**src/rtl/baud_pkg.sv**
```systemverilog
package baud_pkg;
  localparam int DIV_W = 8;
  localparam int SEL_W = 2;
  localparam int PRE_W = 2 * ((1 << SEL_W) - 1);
  localparam int BIT_W = 9;

  typedef enum logic [1:0] {
    MD_ASYNC = 2'b00,
    MD_SYNC  = 2'b01,
    MD_CARD  = 2'b10,
    MD_ALT   = 2'b11
  } mode_e;

  // last prescaler count: 4^n - 1
  function automatic logic [PRE_W-1:0] pre_last(input logic [SEL_W-1:0] sel);
    logic [PRE_W:0] full;
    full = ({{PRE_W{1'b0}}, 1'b1} << (2 * sel));
    return PRE_W'(full - 1'b1);
  endfunction

  // last base-tick index within one bit
  function automatic logic [BIT_W-1:0] bit_last(input logic [1:0] md,
                                                input logic [1:0] len_sel);
    logic [BIT_W-1:0] r;
    case (mode_e'(md))
      MD_SYNC: r = BIT_W'(1);
      MD_CARD: begin
        case (len_sel)
          2'b00:   r = BIT_W'(31);
          2'b01:   r = BIT_W'(63);
          2'b10:   r = BIT_W'(371);
          default: r = BIT_W'(255);
        endcase
      end
      default: r = BIT_W'(15);
    endcase
    return r;
  endfunction
endpackage

```
**src/rtl/baud_prescaler.sv**
```systemverilog
module baud_prescaler #(
  parameter int SEL_W = baud_pkg::SEL_W,
  parameter int PRE_W = baud_pkg::PRE_W
) (
  input  logic             clk,
  input  logic             rst_n,
  input  logic             clr,
  input  logic [SEL_W-1:0] sel,
  output logic             tick
);
  logic [PRE_W-1:0] cnt;
  logic [PRE_W-1:0] last;

  assign last = baud_pkg::pre_last(sel);
  assign tick = (cnt == last) && !clr;

  always_ff @(posedge clk or negedge rst_n) begin
    if (!rst_n)            cnt <= '0;
    else if (clr)          cnt <= '0;
    else if (cnt == last)  cnt <= '0;
    else                   cnt <= cnt + 1'b1;
  end
endmodule

```
**src/rtl/baud_divider.sv**
```systemverilog
module baud_divider #(
  parameter int DIV_W = baud_pkg::DIV_W
) (
  input  logic             clk,
  input  logic             rst_n,
  input  logic             clr,
  input  logic             step,
  input  logic [DIV_W-1:0] divisor,
  output logic             tick
);
  logic [DIV_W-1:0] cnt;
  logic             half;
  logic             wrap;

  assign wrap = step && (cnt == divisor);
  assign tick = wrap && half && !clr;

  always_ff @(posedge clk or negedge rst_n) begin
    if (!rst_n) begin
      cnt  <= '0;
      half <= 1'b0;
    end else if (clr) begin
      cnt  <= '0;
      half <= 1'b0;
    end else if (wrap) begin
      cnt  <= '0;
      half <= !half;
    end else if (step) begin
      cnt  <= cnt + 1'b1;
    end
  end
endmodule

```
**src/rtl/baud_bitcount.sv**
```systemverilog
module baud_bitcount #(
  parameter int BIT_W = baud_pkg::BIT_W
) (
  input  logic             clk,
  input  logic             rst_n,
  input  logic             clr,
  input  logic             step,
  input  logic [BIT_W-1:0] last,
  output logic [BIT_W-1:0] count,
  output logic             tick
);
  assign tick = step && (count == last) && !clr;

  always_ff @(posedge clk or negedge rst_n) begin
    if (!rst_n)     count <= '0;
    else if (clr)   count <= '0;
    else if (tick)  count <= '0;
    else if (step)  count <= count + 1'b1;
  end
endmodule

```
**src/rtl/baud_gen_top.sv**
```systemverilog
module baud_gen_top #(
  parameter int DIV_W = baud_pkg::DIV_W,
  parameter int SEL_W = baud_pkg::SEL_W,
  parameter int PRE_W = baud_pkg::PRE_W,
  parameter int BIT_W = baud_pkg::BIT_W
) (
  input  logic             clk,
  input  logic             rst_n,
  input  logic             wr_en,
  input  logic [DIV_W-1:0] wr_data,
  output logic [DIV_W-1:0] rd_data,
  input  logic [SEL_W-1:0] cks,
  input  logic [1:0]       bcp,
  input  logic [1:0]       mode,
  output logic             base_tick,
  output logic             bit_tick
);
  localparam int CFG_W = SEL_W + 4;

  logic [DIV_W-1:0] divisor;
  logic [CFG_W-1:0] cfg_now, cfg_q;
  logic             restart;
  logic             pre_tick;
  logic [BIT_W-1:0] bit_len_last;
  logic [BIT_W-1:0] bit_cnt;

  assign cfg_now      = {cks, bcp, mode};
  assign restart      = wr_en || (cfg_now != cfg_q);
  assign bit_len_last = baud_pkg::bit_last(mode, bcp);
  assign rd_data      = divisor;

  always_ff @(posedge clk or negedge rst_n) begin
    if (!rst_n) begin
      divisor <= '1;
      cfg_q   <= '0;
    end else begin
      cfg_q <= cfg_now;
      if (wr_en) divisor <= wr_data;
    end
  end

  baud_prescaler #(.SEL_W(SEL_W), .PRE_W(PRE_W)) u_pre (
    .clk(clk), .rst_n(rst_n), .clr(restart), .sel(cks), .tick(pre_tick)
  );

  baud_divider #(.DIV_W(DIV_W)) u_div (
    .clk(clk), .rst_n(rst_n), .clr(restart), .step(pre_tick),
    .divisor(divisor), .tick(base_tick)
  );

  baud_bitcount #(.BIT_W(BIT_W)) u_bit (
    .clk(clk), .rst_n(rst_n), .clr(restart), .step(base_tick),
    .last(bit_len_last), .count(bit_cnt), .tick(bit_tick)
  );
endmodule

```
**config.mk**
```make
export PLATFORM = sky130hd
export DESIGN_NAME = baud_gen_top
export DESIGN_NICKNAME = d
export VERILOG_FILES = /design/src/rtl/baud_pkg.sv /design/src/rtl/baud_prescaler.sv /design/src/rtl/baud_divider.sv /design/src/rtl/baud_bitcount.sv /design/src/rtl/baud_gen_top.sv
export SDC_FILE = /design/constraint.sdc
export NUM_CORES = 1
export LEC_CHECK = 0
export CORE_MARGIN = 10
export CORE_UTILIZATION = 57
export CTS_BUF_LIST = sky130_fd_sc_hd__clkbuf_8
export DETAILED_ROUTE_END_ITERATION = 10
export PLACE_DENSITY_LB_ADDON = 0.15
export SLEW_MARGIN = 0
export SYNTH_ARGS = -nofsm -noshare
export SYNTH_HDL_FRONTEND = slang
export SYNTH_HIERARCHICAL = 1
export SYNTH_SLANG_ARGS = --single-unit
```
**constraint.sdc**
```tcl
create_clock -name clk -period 4.3 [get_ports clk]
set_input_delay 0.43 -clock clk [delete_from_list [all_inputs] [get_ports clk]]
set_output_delay 0.43 -clock clk [all_outputs]
set_load 0.02 [all_outputs]
```
==> impl_metrics.tcl, run 1 <==
set metrics [dict create \
    outcome "complete, no violations" \
    grt_max_degree 39 \
    io_buffer_count 26 \
    utilization_pct 71.2 \
    grt_overflow 0 \
    core-area_um2 3660 \
    fill_cells 266 \
    cts_tree "yes" \
    synth.area.top_cells "dfrtp_1, xnor2_1, dfstp_2" \
    area_growth_pct 21.0 \
    dieArea_um2 6630 \
    critical_path_class "input port to primary output" \
    max_cap_viol_count 0 \
    pwr_density_cell_nw_per_um2 302 \
    rr_startpoint "u_pre/cnt[0]" \
    final_area_um2 2610 \
    required_ns 3.87 \
    drcViolationCount 0 \
    clkTransAtPathRegs_ns 0.08 \
    root_buffer "clkbuf_8" \
    syn_nets 227 \
    layout.nets 260 \
    cts_sinks 38 \
    io_pins 27 \
    cp-end-kind "primary output" \
    clkLatencyLatePin_ns 0.29 \
    first_pass_iters 6 \
    synth_common_cells "dfrtp_1, xnor2_1, nand2_1, nor2_1, nor3_1" \
    ant_nets 0 \
    via_per_inst 5.73 \
    num_rows 22 \
    grt_usage_pct 15.2 \
    initial_utilization_pct 58.8 \
    wl_um 4730 \
    yosysMostFrequentCell "dfrtp_1" \
    tns_ns 0 \
    vdd_drop_max_v 0.000208 \
    first_global_vias 1754 \
    synth_area_um2 2150 \
    drive_gt1_share_pct 16.8 \
    die_y_um 81.4 \
    yosysTopAreaCell "dfrtp_1" \
    synth_top_flop_cell "dfrtp_1" \
    path_max_fanout 6 \
    hold_violations 0 \
    drt_iter0_markers 151 \
    clock_skew_ns 0.00960 \
    synth.avg_cell_area_um2 10.5 \
    wl_per_cell_um 16.5 \
    synth-edff-count 0 \
    netlist.area_leader.share_pct 34.9 \
    postSynthCellCount 204 \
    post-dp-hpwl_um 3460 \
    htreeDepth 2 \
    p_leak_uw 0.00100 \
    fin_crit_sh_pct 85.4 \
    synthDistinctLibCells 44 \
    antenna_found_initial 0 \
    place_area_um2 2490 \
    cts_buffer_depth 2 \
    grt_pass1_wl_um 8040 \
    n_antenna_cell 0 \
    r2r_setup_slack_ns 1.51 \
    maxSlewViolCount 0 \
    cp.arrival_ns 3.24 \
    fin_crit_ns 3.67 \
    synthArstFlopShare_pct 100 \
    start_kind "input port" \
    yosys_warnings 6 \
    seq_area_um2 961 \
    place_congestion 0.870 \
    die-width_um 81.4 \
    multi_input_area_um2 1140 \
    synth-seq-cells 38 \
    setup_viol 0 \
    max_freq_ghz 0.272 \
    num_vias 1639 \
    holdCritPathClass "input port to asynchronous set/reset pin" \
    ys_seq_area_share_pct 44.7 \
    rsz0062_at_grt "false" \
    crit_path_start "cks[0]" \
    cts_buffers 5 \
]
## metrics by stage
step	cells	power (uW)	hold WS, ns	worst slack [ns]
floorplan	204	435	0.134	0.597
global placement	278	482	0.551	0.362
detailed placement	278	484	0.553	0.251
CTS	286	795	0.564	0.213
global route	286	815	0.607	0.326
finish	286	786	0.558	0.627
## timing repair
action / CTS / global route
setup endpoints to repair: 0 / 1
hold buffers: 0 / 0
gates resized for setup: 0 / 1
setup buffers: 0 / 0
## metal layers
metal  GRT usage (%)  part of all wire, %  vias to the layer above
li1                -                    -                      796
met1            18.3                   43                      804
met2            25.9                   52                       29
met3            3.28                  3.4                       10
met4            5.88                  2.0                        0
met5               0                    0                        -
## layout make-up
type                    count  share of cell area (%)
multi-input cells         154                    43.7
flip-flops and latches     38                    36.9
repair buffers             32                    11.8
clock buffers               6                    3.17
well taps                  48                    2.31
clock inverters             2                    1.30
inverters                   6                   0.865
## kinds of logic after synthesis
logic type / Yosys count / synth area share, %
simple gates: 77 / 20.8
flops: 38 / 44.7
xor+xnor: 36 / 14.7
compound gates: 24 / 8.43
buf+inv: 12 / 2.50
mux: 10 / 5.35
fa+ha+maj: 6 / 3.49
other cells: 1 / 0.174
## worst max-delay path, stage by stage
cell	delay (ns)
clkdlybuf4s50_1	0.51
or4_1	0.64
a21oi_1	0.18
o21a_1	0.16
nand2_1	0.09
nor3_4	0.20
and2_2	0.18
nor2b_1	0.17
nand2_1	0.14
nor3_2	0.27
dlymetal6s2s_1	0.27
## path summary, 6_finish.rpt
kind	end	cells after the start
worst max-delay path	bit_tick	11
worst max register to register	u_bit/count[3]	10
worst min-delay path	u_pre/cnt[5]	2
min in group clk	u_pre/cnt[0]	1
worst min register to register	u_pre/cnt[0]	1
max in group asynchronous	rd_data[3]	2
## power by group
group	switching, uW	internal, uW	leakage, uW	total, uW
sequential	9.24	374	0.000489	383
clock	122	187	0.0000626	309
combinational	44.9	48.9	0.000451	93.8
## sequential cells by signal (all words and copies together) (netlist names)
register and cells:
u_div/half 1, u_pre/cnt 6, rd_data 8, u_bit/count 9
u_div/cnt 8, cfg_q 6
## layout by cell type, fill, tap and decap left out, types with 2 or more instances in the layout
| cell type | instances |
|---|---|
| o32ai_1 | 2 |
| mux2_2 | 8 |
| o21ai_0 | 4 |
| xnor2_1 | 26 |
| nand2_1 | 13 |
| nor3_1 | 11 |
| dfstp_2 | 8 |
| or4_1 | 2 |
| nor2_1 | 11 |
| nor4_1 | 6 |
| clkbuf_8 | 6 |
| buf_4 | 6 |
| nand3_1 | 8 |
| a21oi_1 | 6 |
| and3_1 | 3 |
| clkdlybuf4s50_1 | 25 |
| nor2b_1 | 2 |
| xor2_1 | 10 |
| dfrtp_1 | 30 |
| inv_1 | 7 |
| o21a_1 | 4 |
| ha_1 | 6 |
| nand3b_1 | 2 |
| o2111ai_1 | 2 |
| nand4_1 | 9 |
Power figures use the tool's default switching activity.
==> inputs of run 2 (changes only) <==
- TNS_END_PERCENT: not set -> 5
==> results of run 2 <==
No change in the layout: final DEF, timing and power equal those of run 1.
